`src/rtl/burst_seq_pkg.sv`:
```
package burst_seq_pkg;
  typedef enum logic {
    ORD_LINEAR     = 1'b0,
    ORD_INTERLEAVE = 1'b1
  } order_e;
endpackage

```
`src/rtl/burst_seq_ctr.sv`:
```
module burst_seq_ctr #(
  parameter int BEAT_W = 2
) (
  input  logic              clk_i,
  input  logic              rst_ni,
  input  logic              en_i,
  input  logic              load_i,
  output logic [BEAT_W-1:0] beat_o
);
  localparam logic [BEAT_W-1:0] ONE = BEAT_W'(1);

  always_ff @(posedge clk_i or negedge rst_ni) begin
    if (!rst_ni)     beat_o <= '0;
    else if (en_i) begin
      if (load_i)    beat_o <= '0;
      else           beat_o <= beat_o + ONE; // wraps modulo 2**BEAT_W
    end
  end
endmodule

```
`src/rtl/burst_seq_base.sv`:
```
module burst_seq_base #(
  parameter int ADDR_W = 20
) (
  input  logic              clk_i,
  input  logic              rst_ni,
  input  logic              en_i,
  input  logic              load_i,
  input  logic [ADDR_W-1:0] addr_i,
  output logic [ADDR_W-1:0] base_o
);
  always_ff @(posedge clk_i or negedge rst_ni) begin
    if (!rst_ni)                base_o <= '0;
    else if (en_i && load_i)    base_o <= addr_i;
  end
endmodule

```
`src/rtl/burst_seq_order.sv`:
```
module burst_seq_order
  import burst_seq_pkg::*;
#(
  parameter int BEAT_W = 2
) (
  input  logic [BEAT_W-1:0] start_i,
  input  logic [BEAT_W-1:0] beat_i,
  input  order_e            order_i,
  output logic [BEAT_W-1:0] low_o
);
  logic [BEAT_W-1:0] lin_w;
  logic [BEAT_W-1:0] ilv_w;

  assign lin_w = start_i + beat_i;

  for (genvar b = 0; b < BEAT_W; b++) begin : g_ilv
    assign ilv_w[b] = start_i[b] ^ beat_i[b];
  end

  always_comb begin
    unique case (order_i)
      ORD_INTERLEAVE: low_o = ilv_w;
      default:        low_o = lin_w;
    endcase
  end
endmodule

```
`src/rtl/burst_seq.sv`:
```
module burst_seq
  import burst_seq_pkg::*;
#(
  parameter int ADDR_W = 20,
  parameter int BEAT_W = 2
) (
  input  logic              clk_i,
  input  logic              rst_ni,
  input  logic              stall_i,
  input  logic              adv_i,
  input  logic              ileave_i,
  input  logic [ADDR_W-1:0] addr_i,
  output logic [ADDR_W-1:0] addr_o,
  output logic [BEAT_W-1:0] beat_o
);
  localparam int HI_W = ADDR_W - BEAT_W;

  logic              en_w;
  logic              load_w;
  logic [ADDR_W-1:0] base_q;
  logic [BEAT_W-1:0] beat_q;
  logic [BEAT_W-1:0] low_w;

  assign en_w   = ~stall_i;
  assign load_w = ~adv_i;

  burst_seq_ctr #(.BEAT_W(BEAT_W)) u_ctr (
    .clk_i  (clk_i),
    .rst_ni (rst_ni),
    .en_i   (en_w),
    .load_i (load_w),
    .beat_o (beat_q)
  );

  burst_seq_base #(.ADDR_W(ADDR_W)) u_base (
    .clk_i  (clk_i),
    .rst_ni (rst_ni),
    .en_i   (en_w),
    .load_i (load_w),
    .addr_i (addr_i),
    .base_o (base_q)
  );

  burst_seq_order #(.BEAT_W(BEAT_W)) u_order (
    .start_i (base_q[BEAT_W-1:0]),
    .beat_i  (beat_q),
    .order_i (order_e'(ileave_i)),
    .low_o   (low_w)
  );

  assign addr_o = {base_q[ADDR_W-1 -: HI_W], low_w};
  assign beat_o = beat_q;
endmodule

```
`config.mk`:
```
export PLATFORM = sky130hd
export DESIGN_NAME = burst_seq
export DESIGN_NICKNAME = d
export VERILOG_FILES = /design/src/rtl/burst_seq_pkg.sv /design/src/rtl/burst_seq_ctr.sv /design/src/rtl/burst_seq_base.sv /design/src/rtl/burst_seq_order.sv /design/src/rtl/burst_seq.sv
export SDC_FILE = /design/constraint.sdc
export NUM_CORES = 1
export LEC_CHECK = 0
export BUFFER_PORTS_ARGS = -buffer_cell sky130_fd_sc_hd__buf_2
export CORE_MARGIN = 4
export CORE_UTILIZATION = 46
export CTS_CLUSTER_DIAMETER = 40
export DETAILED_ROUTE_END_ITERATION = 10
export PLACE_DENSITY = 0.78
export SLEW_MARGIN = 25
export SYNTH_ARGS = -nofsm -noshare
export SYNTH_HDL_FRONTEND = slang
export SYNTH_SLANG_ARGS = --single-unit
```
`constraint.sdc`:
```
create_clock -name clk_i -period 1.9 [get_ports clk_i]
set_input_delay 0.38 -clock clk_i [delete_from_list [all_inputs] [get_ports clk_i]]
set_output_delay 0.38 -clock clk_i [all_outputs]
set_load 0.05 [all_outputs]
```
After elaboration in Yosys (flattened, before gate mapping)
Cells that the tools add are included.
{"block": "word_totals", "reg_bits": 22, "latchBits": 0, "ramBits": 0, "romBits": 0, "in_bits": 25, "output_inout_bits": 22, "mem_count": 0}
{"block": "op_classes", "add_sub_neg": 2, "n_mul": 0, "div": 0, "n_lt_le_gt_ge": 0, "eq_ne": 0, "n_shift": 0, "muxes": 2, "bitwise": 4, "n_reduce_logical": 1}
{"operator": "2-bit two-way mux", "n": 2}
{"operator": "2-bit by 1-bit adder with 2-bit output, second input constant", "n": 1}
{"operator": "2-bit adder", "n": 1}
{"operator": "1-bit NOT", "n": 2}
{"operator": "1-bit bitwise XOR", "n": 2}
{"operator": "1-bit logical AND", "n": 1}

Logic depth before layout (Yosys ltp)
Gate-level depths: netlist of run 1.
{"block": "logic_depth", "ltp_word": 2, "ltp_mapped": 3}

By module
From an unflattened synthesis of run 1, not the netlist that was laid out.
{"block": "unflattened", "cells_unflattened": 56, "hier_area_um2": 965.9}
{"module": "burst_seq_base", "n_inst": 1, "cells_per_inst": 43, "area_per_inst_um2": 829.5, "seq_area_each_um2": 500.5}
{"module": "burst_seq_ctr", "n_inst": 1, "cells_per_inst": 7, "area_per_inst_um2": 92.6, "seq_area_each_um2": 50.0}
{"module": "burst_seq_order", "n_inst": 1, "cells_per_inst": 4, "area_per_inst_um2": 36.3, "seq_area_each_um2": 0.0}
{"module": "burst_seq", "n_inst": 1, "cells_per_inst": 2, "area_per_inst_um2": 7.5, "seq_area_each_um2": 0.0}

Worst setup path before layout of run 1
No wires, ideal clock.
{"block": "synth_path", "path_kind": "register -> output", "from": "register u_ctr.beat_o[0]", "to": "output port addr_o[1]", "arrival_time_ps": 1801, "required_time_ps": 1520, "setup_slack_ps": -281, "path_stages_with_launch": 4, "n_path_buf": 0, "cell_sequence": "dfrtp_1 ha_1 nor2b_1 xnor2_1"}
{"block": "synth_between", "elab_chain_len": 2}
{"element": "start, declared", "line": "burst_seq_ctr.sv:8", "rtl": "output logic [BEAT_W-1:0] beat_o"}
{"element": "start signal, assigned", "line": "burst_seq_ctr.sv:16", "rtl": "else beat_o <= beat_o + ONE;"}
{"element": "2-bit adder", "line": "burst_seq_order.sv:14", "rtl": "assign lin_w = start_i + beat_i;"}
{"element": "2-bit two-way mux", "line": "burst_seq_order.sv:21", "rtl": "unique case (order_i)"}
{"element": "end, declared", "line": "burst_seq.sv:13", "rtl": "output logic [ADDR_W-1:0] addr_o,"}
Every way passes these cells.

Worst setup path in the final report of run 1
Same ends and word-level chain as after synthesis.

==> impl_metrics.toml, run 1 <==
[sta]
fin_setup_tns_ps = 0
setup_violations = 0
fmax_mhz = 559
min_period_ps = 1790
max_slew_margin = 0.689
rsz0062_at_grt = "false"
worst_pin_slew_ps = 467
finalMaxSlewViolations = 0
fin_worst_skew_ps = 0.112
min_period_over_period = 0.941
fin_ws_ps = 111
timing.final.hold_violations = 0

[setup_path]
reg2reg_to = "u_ctr.beat_o[1]$_DFFE_PN0N_"
cp_slowest_cell = "dfrtp_1"
cp_slowest_stage_delay_ps = 420
reg2reg_slack_ps = 970
crit_chain = "ha_1 > nor2b_1 > xnor2_2 > buf_4"
cp_data_arrival_time_ps = 1410
required_ps = 1520
reg2reg_from = "u_ctr.beat_o[0]$_DFFE_PN0N_"
ff2ff_path_depth = 4
endpoint_kind = "output pin"
worst-path-buf-inv = 1
cp_max_fo = 3
critical-path-top-delay-family = "flip-flops"
crit_path_start_kind = "flip-flop"
critPathKind = "reg2out"

[floorplanning]
core_region_area_um2 = 2230
die_h_um = 56.6
boundaryPins = 47
die_width_um = 56.6
die_area_um2 = 3200
rows = 17
initial_core_util = 0.486

[global_route]
met1_usage = 0.135
grt_pass1_vias = 635
overflow = 0
track_usage = 0.113
antenna_found_initial = 0
busiest_layer = "met2"
grtUsageMet3 = 0.0414
grt_pass1_wl_um = 2770
met2_usage = 0.180
grt_max_degree = 23

[synthesis]
synth_seq_cells = 22
synthCells = 72
synth_cell_types = 12
avgSynthCellArea_um2 = 15.1
yosysWarnings = 0
yosysSeqAreaShare = 0.507
synth.top_cell.area_share = 0.507
synth_area_um2 = 1080
synth_area_leaders = "dfrtp_1 (51%), mux2_4 (28%), buf_4 (12%)"
synth_fp_nets = 98
yosysTopAreaCell = "dfrtp_1"

[power]
p_leak_uw = 0.000664
power_uw = 1490
ir_drop_v = 0.000675
power.density_nw_per_um2 = 1180

[clock_tree]
clock_latency_ps = 300
numClockSinks = 22
clk_pin_slew_worst_paths_ps = 120
root_buffer = "clkbuf_4"
cts_tree = "done"
clockBufferDepth = 2
numCtsBuffers = 3
htree_levels = 1

[detailed_routing]
routed_wl_um = 1760
drc = 0
vias = 603
drt_iter0_markers = 2
first_pass_iters = 3
viasPerCell = 4.57
wl_per_cell_um = 13.3
drtAntennaViolNets = 0

[placement]
place_hpwl_um = 1320
pre_cts_ws_ps = 345
io_buffers = 46
gp_congestion = 0.677

[cells_and_area]
finish.net_count = 131
antennaDiodeCount = 0
fillers = 191
drive_gt1_frac = 0.721
areaGrowthSynthToFinish_pct = 17.1

[flow_run]
drv_cap = 0

[hold_path]
hp-class = "in2async"

[status]
outcome = "finished, final reports clean"
==> per-layer routing <==
metal | share of wire | vias to the layer above
met5 | 0 | -
met4 | 0.0057 | 0
met3 | 0.12 | 2
met2 | 0.45 | 34
met1 | 0.43 | 278
li1 | - | 289
==> cells in the mapped netlist (all sizes together) <==
master	instances
nor2b	2
nand2	1
o31ai	1
o21ai	1
mux2	21
xnor2	2
nor2	1
ha	1
dfrtp	22
buf	20
==> per-stage QoR <==
stage / instance area [um^2] / hold WS [ps] / instances / util
3_3_place_gp: 1210 / 356 / 127 / 0.541
6_report: 1270 / 10.1 / 132 / 0.569
2_1_floorplan: 1090 / 84.4 / 72 / -
4_1_cts: 1260 / 16.8 / 131 / 0.565
3_5_place_dp: 1210 / 360 / 127 / 0.541
5_1_grt: 1270 / 38.3 / 132 / 0.569
==> cells in the final DEF (no fill, tap or decap), drive strengths merged <==
master / instances
nor2: 1
mux2: 21
ha: 1
bufinv: 1
xnor2: 2
nand2: 1
nor2b: 2
clkbuf: 3
o21ai: 1
buf: 48
o31ai: 1
dfrtp: 22
==> worst max-delay path by stage <==
stage,start,endpoint,depth (start not counted)
after floorplan,u_ctr.beat_o[0]$_DFFE_PN0N_,addr_o[1],3
after global placement,u_ctr.beat_o[0]$_DFFE_PN0N_,addr_o[1],4
after detailed placement,u_ctr.beat_o[0]$_DFFE_PN0N_,addr_o[1],4
after CTS,u_ctr.beat_o[0]$_DFFE_PN0N_,addr_o[1],4
after global routing,u_ctr.beat_o[0]$_DFFE_PN0N_,addr_o[1],4
final,u_ctr.beat_o[0]$_DFFE_PN0N_,addr_o[1],4
==> final cells by class <==
type | count | area (um^2) | area share
well taps | 28 | 35.0 | 0.0276
flip-flops and latches | 22 | 551 | 0.433
clock inverters | 1 | 30.0 | 0.0236
repair buffers | 48 | 248 | 0.195
clock buffers | 3 | 22.5 | 0.0177
multi-input cells | 30 | 384 | 0.302
==> worst reg2reg max path: cells and delay by family (launching register included) <==
kind | cells | cell delay [ps]
buf+inv | 1 | 150
simple gates | 1 | 120
flops | 1 | 420
compound gates | 2 | 160
==> sequential cells by signal (all words and copies together) (netlist names) <==
register and count:
u_base.base_o 20, u_ctr.beat_o 2
==> kinds of logic after synthesis <==
logic type | count (synthesis) | synth area share
and+or+nand+nor | 4 | 0.0208
DFF | 22 | 0.507
muxes | 21 | 0.287
AOI/OAI and AO/OA | 2 | 0.0115
buffers and inverters | 20 | 0.145
xor gates and xnor gates | 2 | 0.0162
adders and majority gates | 1 | 0.0115
==> where the power goes <==
part | switching (uW) | total, uW | internal, uW | leakage (uW)
Combinational | 377 | 568 | 191 | 0.000375
Sequential | 39.0 | 576 | 538 | 0.000260
Clock | 135 | 348 | 213 | 0.0000279
==> timing repair <==
item                       in CTS  in global routing
setup endpoints to repair       1                  1
hold buffers                    0                  0
gates resized for setup         1                  0
setup buffers                   0                  1
Power figures use the tool's default switching activity.
==> inputs of run 2 (changes only) <==
--- a/config.mk
+++ b/config.mk
@@ -7,10 +7,9 @@
 export LEC_CHECK = 0
 export BUFFER_PORTS_ARGS = -buffer_cell sky130_fd_sc_hd__buf_2
 export CORE_MARGIN = 4
-export CORE_UTILIZATION = 46
+export CORE_UTILIZATION = 30
 export CTS_CLUSTER_DIAMETER = 40
 export DETAILED_ROUTE_END_ITERATION = 10
-export PLACE_DENSITY = 0.78
 export SLEW_MARGIN = 25
 export SYNTH_ARGS = -nofsm -noshare
 export SYNTH_HDL_FRONTEND = slang
==> constraint.sdc (replaced) <==
create_clock -name clk_i -period 1.9 [get_ports clk_i]
set_input_delay 0 -clock clk_i [delete_from_list [all_inputs] [get_ports clk_i]]
set_output_delay 0 -clock clk_i [all_outputs]
set_load 0.05 [all_outputs]
==> impl_metrics.toml, run 2 (synthesized netlist as in run 1, its figures left out) <==
[setup_path]
critPathKind = "reg2out"
required_ps = 1900
crit_path_start_kind = "flip-flop"
crit_chain = "ha_1 > nor2b_1 > xnor2_1 > buf_2"
cp_max_fo = 5
critical-path-top-delay-family = "flip-flops"
cp_data_arrival_time_ps = 1500
endpoint_kind = "output pin"
worst-path-buf-inv = 1
cp_slowest_stage_delay_ps = 440
cp_slowest_cell = "dfrtp_1"

[sta]
min_period_ps = 1500
min_period_over_period = 0.791
fmax_mhz = 666
timing.final.hold_violations = 0
worst_pin_slew_ps = 505
rsz0062_at_grt = "false"
setup_violations = 0
max_slew_margin = 0.664
fin_ws_ps = 398
finalMaxSlewViolations = 0
fin_worst_skew_ps = 0.0979
fin_setup_tns_ps = 0

[cells_and_area]
finish.net_count = 154
areaGrowthSynthToFinish_pct = 39.4
final_area_um2 = 1510
final_common_cell = "buf_2"
final_cell_mix = "buf_2 (46), dlygate4sd3_1 (23), dfrtp_1 (22)"
antennaDiodeCount = 0
fin_cells = 173
reg_top3 = "u_base.base_o x20, u_ctr.beat_o x2"
drive_gt1_frac = 0.583
largest_register_ffs = 20
final_util = 0.443
largest_register = "u_base.base_o"

[floorplanning]
die_area_um2 = 4640
boundaryPins = 47
die_width_um = 68.1
core_region_area_um2 = 3420
rows = 21
initial_core_util = 0.318
die_h_um = 68.1

[clock_tree]
root_buffer = "clkbuf_4"
postCtsSetupBuffers = 0
htree_levels = 1
cts_tree = "done"
clockBufferDepth = 2
clock_latency_ps = 310
numClockSinks = 22
clk_pin_slew_worst_paths_ps = 130
numCtsBuffers = 3

[detailed_routing]
routed_wl_um = 2070
drc = 0
wl_met1_um = 845
drt_iter0_markers = 10
first_pass_iters = 2
dr.max_layer_used = "met4"
met2_length_um = 1030
vias = 715
drtAntennaViolNets = 0
viasPerCell = 4.13
wl_per_cell_um = 12.0
wl_met3_um = 178

[placement]
place_hpwl_um = 1460
pre_cts_ws_ps = 768
dpl_cell_area_um2 = 1230
place_inst = 146
gp_congestion = 0.628
io_buffers = 46

[global_route]
grt_pass1_vias = 755
grt_max_degree = 23
track_usage = 0.0966
grt_pass1_wl_um = 3320
antenna_found_initial = 0
overflow = 0

[power]
ir_drop_v = 0.000459
power.density_nw_per_um2 = 1010
p_leak_uw = 0.000756

[flow_run]
drv_cap = 0

[status]
outcome = "finished, final reports clean"

[hold_path]
hp-class = "in2reg"
-- run 2: changes by cell type in the layout (fill, tap and decap cells not counted), sizes merged --
cell | previous run | this run
dlygate4sd3 | 0 | 23
-- run 2: worst paths after layout --
path                       cells past startpoint                       endpoint                          from  slack, ps
setup / recovery                               4                      addr_o[1]   u_ctr.beat_o[0]$_DFFE_PN0N_        400
hold / removal                                 3    u_ctr.beat_o[0]$_DFFE_PN0N_                         adv_i        140
setup reg to reg                               4    u_ctr.beat_o[1]$_DFFE_PN0N_   u_ctr.beat_o[0]$_DFFE_PN0N_        480
hold reg to reg                                1   u_base.base_o[5]$_DFFE_PN0P_  u_base.base_o[5]$_DFFE_PN0P_        520
max in group asynchronous                      2   u_base.base_o[5]$_DFFE_PN0P_                        rst_ni       1390
min in group asynchronous                      2  u_base.base_o[12]$_DFFE_PN0P_                        rst_ni        170
-- run 2: cell type report --
type,instances,area (um^2)
Fill cell,328,1900
Sequential cell,22,551
Timing Repair Buffer,71,475
Multi-Input combinational cell,30,377
Tap cell,46,57.6
Clock inverter,1,30.0
Clock buffer,3,22.5
-- run 2: report_power, final --
group	internal (uW)	switching [uW]
Clock	213	143
Sequential	538	42.4
Combinational	213	381
-- run 2: what timing repair did --
action	4_1_cts	5_1_grt
hold buffers	23	0
hold endpoints to repair	44	0
gates resized for setup	0	0
-- run 2: worst min-delay path, stage by stage --
cell and delay [ps]:
buf_2 110, nor2b_1 160, mux2_2 160
-- run 2: layer usage --
metal / vias to the layer above / track usage
li1: 334 / -
met1: 343 / 0.104
met2: 34 / 0.177
met3: 4 / 0.0213
met4: 0 / 0.0447
met5: - / 0
-- run 2: through the flow --
step	hold WS (ps)	power (uW)
2_1_floorplan	-296	1100
3_3_place_gp	-11.0	1130
3_5_place_dp	10.8	1140
4_1_cts	129	1550
5_1_grt	146	1610
6_report	137	1530
==> inputs of run 3 (changes only) <==
==> constraint.sdc (replaced) <==
create_clock -name clk_i -period 1.4 [get_ports clk_i]
set_input_delay 0 -clock clk_i [delete_from_list [all_inputs] [get_ports clk_i]]
set_output_delay 0 -clock clk_i [all_outputs]
set_load 0.05 [all_outputs]
==> impl_metrics.toml, run 3 (synthesized netlist as in run 1, its figures left out) <==
[status]
outcome = "finished, final reports clean"

[sta]
max_slew_margin = 0.684
fin_worst_skew_ps = 0.0679
timing.final.hold_violations = 0
setup_violations = 0
finalMaxSlewViolations = 0
min_period_over_period = 0.976
min_period_ps = 1370
worst_pin_slew_ps = 473
rsz0062_at_grt = "true"
fin_setup_tns_ps = 0
fmax_mhz = 732

[setup_path]
reg2reg_slack_ps = 400
endpoint_kind = "output pin"
cp_max_fo = 2
critPathKind = "reg2out"
reg2reg_to = "u_ctr.beat_o[1]$_DFFE_PN0N_"
required_ps = 1400
crit_path_start_kind = "flip-flop"
cp_data_arrival_time_ps = 1370
ff2ff_path_depth = 4
reg2reg_from = "u_ctr.beat_o[0]$_DFFE_PN0N_"

[global_route]
grt_pass1_wl_um = 3620
overflow = 0
antenna_found_initial = 0
grt_pass1_vias = 759
grt_max_degree = 23
track_usage = 0.105

[placement]
place_inst = 145
io_buffers = 46
dpl_cell_area_um2 = 1250
place_hpwl_um = 1520
gp_congestion = 0.562

[power]
power.density_nw_per_um2 = 1370
clkPwrFrac = 0.225
p_sw_uw = 802
ir_drop_v = 0.000497
p_int_uw = 1370
swShare = 0.370
power_frac_comb = 0.407
p_seq_frac = 0.368
p_leak_uw = 0.000770

[clock_tree]
htree_levels = 1
root_buffer = "clkbuf_4"
clockBufferDepth = 2
clk_pin_slew_worst_paths_ps = 140
numCtsBuffers = 3
clock_latency_ps = 310
cts_tree = "done"
numClockSinks = 22

[cells_and_area]
largest_register_ffs = 20
fin_cells = 173
final_area_um2 = 1580
antennaDiodeCount = 0
drive_gt1_frac = 0.630
reg_top3 = "u_base.base_o x20, u_ctr.beat_o x2"
finish.net_count = 154
final_common_cell = "buf_2"
largest_register = "u_base.base_o"
areaGrowthSynthToFinish_pct = 45.8
final_util = 0.463
fillers = 306
final_cell_mix = "buf_2 (45), dlygate4sd3_1 (23), mux2_4 (20), dfrtp_1 (20), clkbuf_4 (3)"

[hold_path]
hp-class = "in2async"

[floorplanning]
die_width_um = 68.1
rows = 21
core_region_area_um2 = 3420
initial_core_util = 0.318
die_h_um = 68.1
die_area_um2 = 4640
boundaryPins = 47

[flow_run]
drv_cap = 0

[detailed_routing]
wl_per_cell_um = 12.7
drtAntennaViolNets = 0
drc = 0
viasPerCell = 4.08
first_pass_iters = 2
drt_iter0_markers = 19
vias = 706
routed_wl_um = 2200
-- run 3: cell count changes in the layout (fill, tap and decap cells not counted), moves of 2 or more --
cell	delta
xnor2_1	-2
dfrtp_1	-2
xnor2_4	+2
dfrtp_2	+2
-- run 3: cell type report --
class	instances	area [um^2]	area share
tap	46	57.6	0.0364
clock buffer	3	22.5	0.0142
clock inverter	1	30.0	0.0190
sequential	22	553	0.350
multi-input combinational	30	424	0.268
timing repair buffer	71	494	0.312
-- run 3: critical path: stages, from the launching register on --
cell and delay [ps]:
dfrtp_2 430, ha_2 180, nor2b_4 140, xnor2_4 130
buf_6 180
-- run 3: stage by stage --
| step | hold WS (ps) | total power [uW] | setup WS [ps] |
|---|---|---|---|
| after detailed placement | -7.78 | 1590 | 134 |
| after CTS | 3.35 | 2170 | 10.0 |
| after floorplan | -296 | 1520 | 105 |
| after global placement | -18.0 | 1570 | 197 |
| final | 155 | 2170 | 33.7 |
| after global routing | 202 | 2270 | -21.7 |
-- run 3: worst max-delay path by stage --
stage	start	to	depth (start not counted)
floorplan	u_ctr.beat_o[1]$_DFFE_PN0N_	addr_o[1]	2
global placement	u_ctr.beat_o[0]$_DFFE_PN0N_	addr_o[1]	4
detailed placement	u_ctr.beat_o[0]$_DFFE_PN0N_	addr_o[1]	4
CTS	u_ctr.beat_o[0]$_DFFE_PN0N_	addr_o[1]	4
global route	u_ctr.beat_o[0]$_DFFE_PN0N_	addr_o[1]	4
finish	u_ctr.beat_o[0]$_DFFE_PN0N_	addr_o[1]	4
-- run 3: timing repair --
item | 4_1_cts | 5_1_grt
resized for setup | 5 | 3
hold buffers | 22 | 1
setup buffers | 1 | 0
hold endpoints to repair | 44 | 1
endpoints found under the setup margin | 1 | 1
pin swaps | 0 | 1
-- run 3: routing by layer --
metal | part of all wire | GRT usage | vias to the layer above
met5 | 0 | 0 | -
met4 | 0.011 | 0.0447 | 0
met3 | 0.044 | 0.0115 | 2
met2 | 0.56 | 0.187 | 23
met1 | 0.39 | 0.129 | 349
li1 | - | - | 332
-- run 3: power groups by stage --
stage               clock (uW)  sequential [uW]  combinational (uW)
floorplan                    0              821                 700
global placement             0              793                 781
detailed placement           0              802                 793
CTS                        504              791                 876
global route               526              813                 927
finish                     488              797                 883
